==> src/rtl/hdm_pkg.sv <==
package hdm_pkg;
    typedef enum logic {MODE_STD, MODE_SMART} mode_e;
    typedef enum logic {MB_EMPTY, MB_FULL} mb_e;

    localparam logic [15:0] SIG_KEY = 16'hA320;

    // host byte offsets
    localparam int H_SIG  = 'h400;
    localparam int H_CTRL = 'h002;
    localparam int H_STAT = 'h004;
    localparam int H_TX   = 'h006;
    localparam int H_RX   = 'h008;

    // DSP I/O addresses
    localparam int D_TX   = 'h50;
    localparam int D_RX   = 'h51;
    localparam int D_STAT = 'h52;
    localparam int D_BIO  = 'h53;
    localparam int D_CFG  = 'h54;
endpackage

==> src/rtl/hdm_mode_fsm.sv <==
module hdm_mode_fsm
    import hdm_pkg::*;
#(
    parameter int DW = 16
) (
    input  logic          clk,
    input  logic          rst_n,
    input  logic          sig_wr,
    input  logic [DW-1:0] sig_data,
    input  logic          ctrl_wr,
    input  logic [2:0]    ctrl_bits,
    output logic          smart_o,
    output logic          host_ie_o,
    output logic          dsp_ie_o
);
    mode_e state_q, state_d;
    logic  host_ie_q, dsp_ie_q;
    logic  key_hit;

    assign key_hit = sig_wr && (sig_data == DW'(SIG_KEY));

    // next state
    always_comb begin
        state_d = state_q;
        unique case (state_q)
            MODE_STD:   if (key_hit) state_d = MODE_SMART;
            MODE_SMART: if (ctrl_wr && !ctrl_bits[0]) state_d = MODE_STD;
        endcase
    end

    // state register and enables
    always_ff @(posedge clk) begin
        if (!rst_n) begin
            state_q   <= MODE_STD;
            host_ie_q <= 1'b0;
            dsp_ie_q  <= 1'b0;
        end else begin
            state_q <= state_d;
            if (state_d == MODE_STD) begin
                host_ie_q <= 1'b0;
                dsp_ie_q  <= 1'b0;
            end else if (state_q == MODE_SMART && ctrl_wr) begin
                host_ie_q <= ctrl_bits[1];
                dsp_ie_q  <= ctrl_bits[2];
            end
        end
    end

    // outputs
    always_comb begin
        smart_o   = (state_q == MODE_SMART);
        host_ie_o = host_ie_q;
        dsp_ie_o  = dsp_ie_q;
    end

    // smart mode is only entered by the key
    a_r2_enter_on_key: assert property (@(posedge clk) disable iff (!rst_n)
        $rose(smart_o) |-> $past(sig_wr && sig_data == DW'(SIG_KEY)));
    // smart mode is only left by clearing control bit 0
    a_r5_leave_on_clear: assert property (@(posedge clk) disable iff (!rst_n)
        $fell(smart_o) |-> $past(ctrl_wr && !ctrl_bits[0]));
    // enables are never set in standard mode
    a_r5_ie_off_in_std: assert property (@(posedge clk) disable iff (!rst_n)
        !smart_o |-> !host_ie_o && !dsp_ie_o);
endmodule

==> src/rtl/hdm_mailbox.sv <==
module hdm_mailbox
    import hdm_pkg::*;
#(
    parameter int DW = 16
) (
    input  logic          clk,
    input  logic          rst_n,
    input  logic          flush_i,
    input  logic          wr_i,
    input  logic [DW-1:0] wdata_i,
    input  logic          rd_i,
    output logic          full_o,
    output logic [DW-1:0] data_o
);
    mb_e           state_q, state_d;
    logic [DW-1:0] data_q;

    always_comb begin
        state_d = state_q;
        unique case (state_q)
            MB_EMPTY: if (wr_i) state_d = MB_FULL;
            MB_FULL:  if (!wr_i && rd_i) state_d = MB_EMPTY;
        endcase
        if (flush_i) state_d = MB_EMPTY;
    end

    always_ff @(posedge clk) begin
        if (!rst_n) begin
            state_q <= MB_EMPTY;
            data_q  <= '0;
        end else begin
            state_q <= state_d;
            if (wr_i && !flush_i) data_q <= wdata_i;
        end
    end

    always_comb begin
        full_o = (state_q == MB_FULL);
        data_o = data_q;
    end

    // a write always leaves the box full
    a_r8_write_wins: assert property (@(posedge clk) disable iff (!rst_n)
        (wr_i && !flush_i) |=> full_o);
    // the flag only drops after a read or a flush
    a_r7_clear_needs_read: assert property (@(posedge clk) disable iff (!rst_n)
        $fell(full_o) |-> $past(rd_i || flush_i));
    // held word is stable without a write
    a_r6_data_hold: assert property (@(posedge clk) disable iff (!rst_n)
        !wr_i |=> $stable(data_o));
endmodule

==> src/rtl/hdm_bio.sv <==
module hdm_bio #(
    parameter int DW = 16
) (
    input  logic          clk,
    input  logic          rst_n,
    input  logic          we_i,
    input  logic [DW-1:0] wdata_i,
    input  logic [DW-1:0] pins_i,
    output logic [DW-1:0] pins_o,
    output logic [DW-1:0] sample_o
);
    logic [DW-1:0] out_q, in_q;

    always_ff @(posedge clk) begin
        if (!rst_n) begin
            out_q <= '0;
            in_q  <= '0;
        end else begin
            in_q <= pins_i;
            if (we_i) out_q <= wdata_i;
        end
    end

    assign pins_o   = out_q;
    assign sample_o = in_q;

    // output latch only moves on a DSP write
    a_r11_latch_hold: assert property (@(posedge clk) disable iff (!rst_n)
        !we_i |=> $stable(pins_o));
endmodule

==> src/rtl/hostdsp_mailbox_regs.sv <==
module hostdsp_mailbox_regs
    import hdm_pkg::*;
#(
    parameter int DW            = 16,
    parameter int HAW           = 11,
    parameter int DAW           = 8,
    parameter bit HOST_IO_ALIAS = 1'b1
) (
    input  logic           clk,
    input  logic           rst_n,
    input  logic           h_sel,
    input  logic           h_io,
    input  logic           h_we,
    input  logic [HAW-1:0] h_addr,
    input  logic [DW-1:0]  h_wdata,
    output logic [DW-1:0]  h_rdata,
    input  logic           d_sel,
    input  logic           d_we,
    input  logic [DAW-1:0] d_addr,
    input  logic [DW-1:0]  d_wdata,
    output logic [DW-1:0]  d_rdata,
    input  logic [DW-1:0]  bio_pins_i,
    output logic [DW-1:0]  bio_pins_o,
    output logic [DW-1:0]  syscfg_o,
    output logic           smart_mode_o,
    output logic           host_irq_o,
    output logic           dsp_irq_o
);
    localparam int PAD = DW - 3;

    logic smart, host_ie, dsp_ie;
    logic h_mem, h_ioacc, h_reg, h_sig;
    logic sig_wr, ctrl_wr, rx_post, tx_take;
    logic d_ok, tx_post, rx_take, bio_we, cfg_we;
    logic tx_full, rx_full;
    logic [DW-1:0] tx_data, rx_data, bio_sample, status_w, cfg_q, cfg_view;

    // host space decode; the I/O alias is a build-time variant
    assign h_mem = h_sel && !h_io;
    generate
        if (HOST_IO_ALIAS) begin : g_io_alias
            assign h_ioacc = h_sel && h_io;
        end else begin : g_no_alias
            assign h_ioacc = 1'b0;
        end
    endgenerate
    assign h_reg = (h_mem || h_ioacc) && smart;
    assign h_sig = h_mem && (h_addr == HAW'(H_SIG));

    assign sig_wr  = h_sig && h_we;
    assign ctrl_wr = h_reg && h_we  && (h_addr == HAW'(H_CTRL));
    assign rx_post = h_reg && h_we  && (h_addr == HAW'(H_RX));
    assign tx_take = h_reg && !h_we && (h_addr == HAW'(H_TX));

    // DSP side is inert outside smart mode
    assign d_ok    = d_sel && smart;
    assign tx_post = d_ok && d_we  && (d_addr == DAW'(D_TX));
    assign rx_take = d_ok && !d_we && (d_addr == DAW'(D_RX));
    assign bio_we  = d_ok && d_we  && (d_addr == DAW'(D_BIO));
    assign cfg_we  = d_ok && d_we  && (d_addr == DAW'(D_CFG));

    hdm_mode_fsm #(.DW(DW)) u_mode (
        .clk       (clk),
        .rst_n     (rst_n),
        .sig_wr    (sig_wr),
        .sig_data  (h_wdata),
        .ctrl_wr   (ctrl_wr),
        .ctrl_bits (h_wdata[2:0]),
        .smart_o   (smart),
        .host_ie_o (host_ie),
        .dsp_ie_o  (dsp_ie)
    );

    // host-bound mailbox: DSP posts, host takes
    hdm_mailbox #(.DW(DW)) u_tx_box (
        .clk     (clk),
        .rst_n   (rst_n),
        .flush_i (!smart),
        .wr_i    (tx_post),
        .wdata_i (d_wdata),
        .rd_i    (tx_take),
        .full_o  (tx_full),
        .data_o  (tx_data)
    );

    // DSP-bound mailbox: host posts, DSP takes
    hdm_mailbox #(.DW(DW)) u_rx_box (
        .clk     (clk),
        .rst_n   (rst_n),
        .flush_i (!smart),
        .wr_i    (rx_post),
        .wdata_i (h_wdata),
        .rd_i    (rx_take),
        .full_o  (rx_full),
        .data_o  (rx_data)
    );

    hdm_bio #(.DW(DW)) u_bio (
        .clk      (clk),
        .rst_n    (rst_n),
        .we_i     (bio_we),
        .wdata_i  (d_wdata),
        .pins_i   (bio_pins_i),
        .pins_o   (bio_pins_o),
        .sample_o (bio_sample)
    );

    always_ff @(posedge clk) begin
        if (!rst_n)      cfg_q <= '0;
        else if (cfg_we) cfg_q <= d_wdata;
    end
    assign cfg_view = {cfg_q[DW-1:1], 1'b1};
    assign syscfg_o = cfg_view;

    assign status_w = {{PAD{1'b0}}, smart, rx_full, tx_full};

    // host read mux
    always_comb begin
        h_rdata = '0;
        if (h_sig && !h_we) begin
            h_rdata = smart ? DW'(SIG_KEY) : '0;
        end else if (h_reg && !h_we) begin
            if (h_addr == HAW'(H_CTRL))      h_rdata = {{PAD{1'b0}}, dsp_ie, host_ie, 1'b1};
            else if (h_addr == HAW'(H_STAT)) h_rdata = status_w;
            else if (h_addr == HAW'(H_TX))   h_rdata = tx_data;
        end
    end

    // DSP read mux
    always_comb begin
        d_rdata = '0;
        if (d_ok && !d_we) begin
            if (d_addr == DAW'(D_RX))        d_rdata = rx_data;
            else if (d_addr == DAW'(D_STAT)) d_rdata = status_w;
            else if (d_addr == DAW'(D_BIO))  d_rdata = bio_sample;
            else if (d_addr == DAW'(D_CFG))  d_rdata = cfg_view;
        end
    end

    assign smart_mode_o = smart;
    assign host_irq_o   = smart && host_ie && tx_full;
    assign dsp_irq_o    = smart && dsp_ie && rx_full;

    // the configuration word does not move in standard mode
    a_r4_cfg_frozen_std: assert property (@(posedge clk) disable iff (!rst_n)
        !smart_mode_o |=> $stable(syscfg_o));
    // an interrupt rising means its mailbox was just posted or its enable just set
    a_r9_irq_cause: assert property (@(posedge clk) disable iff (!rst_n)
        $rose(host_irq_o) |-> $past(tx_post || ctrl_wr));
endmodule

==> config.mk <==
export PLATFORM = sky130hd
export DESIGN_NAME = hostdsp_mailbox_regs
export DESIGN_NICKNAME = d
export VERILOG_FILES = /design/src/rtl/hdm_pkg.sv /design/src/rtl/hdm_mode_fsm.sv /design/src/rtl/hdm_mailbox.sv /design/src/rtl/hdm_bio.sv /design/src/rtl/hostdsp_mailbox_regs.sv
export SDC_FILE = /design/constraint.sdc
export NUM_CORES = 1
export LEC_CHECK = 0
export CORE_ASPECT_RATIO = 2
export CORE_MARGIN = 8
export CORE_UTILIZATION = 40
export CTS_CLUSTER_DIAMETER = 60
export DETAILED_ROUTE_END_ITERATION = 16
export PLACE_DENSITY_LB_ADDON = 0.1
export SLEW_MARGIN = 30
export SYNTH_ARGS = -nofsm -noshare
export SYNTH_HDL_FRONTEND = slang
export SYNTH_SLANG_ARGS = --single-unit
==> constraint.sdc <==
create_clock -name clk -period 2 [get_ports clk]
set_input_delay 0.4 -clock clk [delete_from_list [all_inputs] [get_ports clk]]
set_output_delay 0.4 -clock clk [all_outputs]
set_load 0.01 [all_outputs]
==> results.md <==
- Synth Flop Type: dfxtp_1
- Area grow syn2layout: 69.80%
- Hold Vio Cnt, Final: 0
- Most frequent cells in the layout: dfxtp_1, clkdlybuf4s50_1, nor2b_1, mux2i_1, buf_4
- CTS max path bufs: 2
- Drt total wl: 12,900 um
- DR pass1 iterations: 4
- Total GRT Usage: 19.26%
- Yosys reg bits: 84
- Post-synthesis sequential area ratio: 43.45%
- Violated checks: setup timing
- WS Path Type: reg -> out
- Clock skew: 0.007667 ns
- First-pass GRT wire length: 20,090 um
- Slew at the pin closest to its max-slew limit: 0.6439 ns
- Die footprint: 13,270 um^2
- Final Cell Area: 6571 um^2
- Period utilisation layout: 112.3%
- Async SR Flop Fraction: 0%
- Number of DRC markers in iteration 0: 123
- # DRC: 0
- Status: finished, violations left
- Final Slew Violations: 0
- Clock Root Buffer: clkbuf_16
- Initial antenna violation count: 0
- Commonest non-fill, non-tap cell in the layout: dfxtp_1
- Post-synth cell types: 44
- Post-Syn Area: 3870 um^2
- ANT cells: 0
- Initial Util: 40.43%
- Worst path cell trace: buf_6 > nand3b_1 > buf_4 > nor4_4 > buf_6 > buf_12 > nand2_2 > o21ai_2 > buf_2
- Post-synth EDFFs: 0
- Worst EP required: 1.60 ns
- DIE HEIGHT: 155.1 um
- CTS buffer count: 9
- ANT nets after route: 0
- Slowest stage delay, CP: 0.35 ns
- RSZ-0062 raised after global routing: yes
- Grt ovf: 0
- Total of max-cap violations: 0
- Relative slew slack: 57.07%
- Crit path top cell by count: buf_6
- CP max FO: 6
- H-tree depth: 3
- Fmax achieved: 445.1 MHz
- Endpoints failing setup: 31
- Rows: 51
- Leakage power: 2.738 nW
- Hold Path Class: in -> reg
- Syn avg cell area: 9.797 um^2
- CP max-delay cell: dfxtp_2
- CP arrival: 1.85 ns
- Port bufs: 139
- Largest net degree at the start of global routing: 82
- Core area: 9572 um^2
- Worst setup margin: -0.2466 ns
- Number of clock sinks: 84
- Worst-path clk slew: 0.06 ns
- PwrDens: 549.1 nW/um^2
- WL/cell: 18.19 um
- Mapped Nets: 469
- Max IR drop VDD: 0.0004732 V
- Ratio of cells with drive above 1 in the final layout: 35.16%
- # IOs: 141
- Worst-Skew Late Latency: 0.34 ns
- Crit. End Element: primary output
- DP HPWL: 8957 um
- Total Power: 3.608 mW
- CTS tree: yes
- Synth Instances: 395
- Routability cong.: 0.8315
- Nets@finish: 672
- Placed Area: 5848 um^2
- Via density: 5.030
- Vias in the first global route: 3,778
- Vias post-DR: 3,566
- Final Critical Period: 2.247 ns
- Startpoint types: flop
- Die Width: 85.55 um
- Synth warn: 0
==> state kept, by name, indices dropped and copies added, names as in the netlist <==
signal,cells
u_bio.pins_o,16
u_bio.sample_o,16
u_rx_box.data_o,16
u_tx_box.data_o,16
cfg_q,15
u_mode.dsp_ie_o,1
u_mode.host_ie_o,1
u_mode.smart_o,1
u_rx_box.full_o,1
u_tx_box.full_o,1
==> power by group <==
| part | leakage, nW | switching, mW | total, mW | internal (mW) |
|---|---|---|---|---|
| clock | 0.127 | 0.702 | 1.55 | 0.852 |
| combinational | 1.93 | 0.141 | 0.361 | 0.220 |
| sequential | 0.681 | 0.00424 | 1.69 | 1.69 |
==> routing by layer <==
layer	vias up	share of wire [%]	track usage, %
met4	0	1.5	5.556
met3	15	6.0	6.075
li1	1784	-	-
met1	1673	42	22.87
met5	-	0	0
met2	94	51	32.14
==> critical path: cells and delay by family (launching register included) <==
| kind | cells | cell delay, ns |
|---|---|---|
| buffers and inverters | 5 | 0.73 |
| and+or+nand+nor | 3 | 0.39 |
| DFF | 1 | 0.35 |
| AOI/OAI and AO/OA | 1 | 0.04 |
==> final timing paths <==
| check | startpoint | end | slack, ns | cells after the start |
|---|---|---|---|---|
| worst max-delay path | u_mode.smart_o | d_rdata[6] | -0.25 | 9 |
| worst max register to register | u_mode.smart_o | u_mode.host_ie_o | 0.09 | 12 |
| worst min register to register | u_tx_box.data_o[0] | u_tx_box.data_o[0] | 0.52 | 2 |
| worst min-delay path | h_wdata[5] | u_rx_box.data_o[5] | 0.36 | 3 |
==> logic make-up (layout without fill, tap and decap cells) <==
family                    Yosys count  count (layout)  synth area share (%)
and+or+nand+nor                   162             162                 26.96
DFF                                84              84                 43.45
muxes                              66              66                 17.10
AOI/OAI and AO/OA                  52              52                 8.503
buffers and inverters              29             237                 3.653
other                               1               1               0.09690
xor gates and xnor gates            1               1                0.2264
==> cells in the mapped netlist, drive strengths merged, types with 2 or more instances <==
master / n / area (um^2)
dfxtp: 84 / 1682
nor2b: 66 / 412.9
mux2i: 65 / 650.6
and2: 25 / 156.4
nand2: 21 / 78.83
o21ai: 16 / 80.08
a22oi: 15 / 112.6
clkbuf: 15 / 56.30
buf: 13 / 81.33
a21oi: 10 / 50.05
nor3: 6 / 30.03
nor4: 6 / 80.07
nor4b: 6 / 58.80
a21o: 5 / 37.54
nand3: 4 / 20.02
nand3b: 4 / 30.03
nor3b: 4 / 30.03
nor2: 3 / 11.26
and3: 2 / 12.51
nand2b: 2 / 12.51
nand4: 2 / 12.51
o211a: 2 / 20.02
o22ai: 2 / 12.51
or3: 2 / 12.51
or3b: 2 / 17.52
==> layout make-up <==
| class | count | area [um^2] |
|---|---|---|
| fill | 768 | 3000 |
| multi-input combinational | 282 | 2412 |
| timing repair buffer | 220 | 2063 |
| sequential | 84 | 1683 |
| clock buffer | 10 | 229.0 |
| tap | 106 | 132.6 |
| clock inverter | 6 | 47.55 |
| inverter | 1 | 3.754 |
==> timing repair <==
action	in CTS	in global routing
buffers inserted	23	2
gates cloned	3	0
endpoints found under the setup margin	52	35
hold buffers	0	0
gates resized for setup	251	52
pin swaps	29	34
==> through the flow <==
stage	setup slack [ns]	hold WS (ns)	TNS [ns]	util, %	instances
after floorplan	0.02736	0.4693	0	-	395
after global placement	-0.9018	0.4926	-42.38	61.10	669
after detailed placement	-0.9320	0.5021	-44.88	61.10	669
after CTS	-0.3479	0.5079	-7.764	67.10	710
after global routing	-0.3755	0.3768	-8.351	68.65	709
final	-0.2466	0.3573	-4.949	68.65	709
No activity file was read; power rests on OpenSTA's default activity.
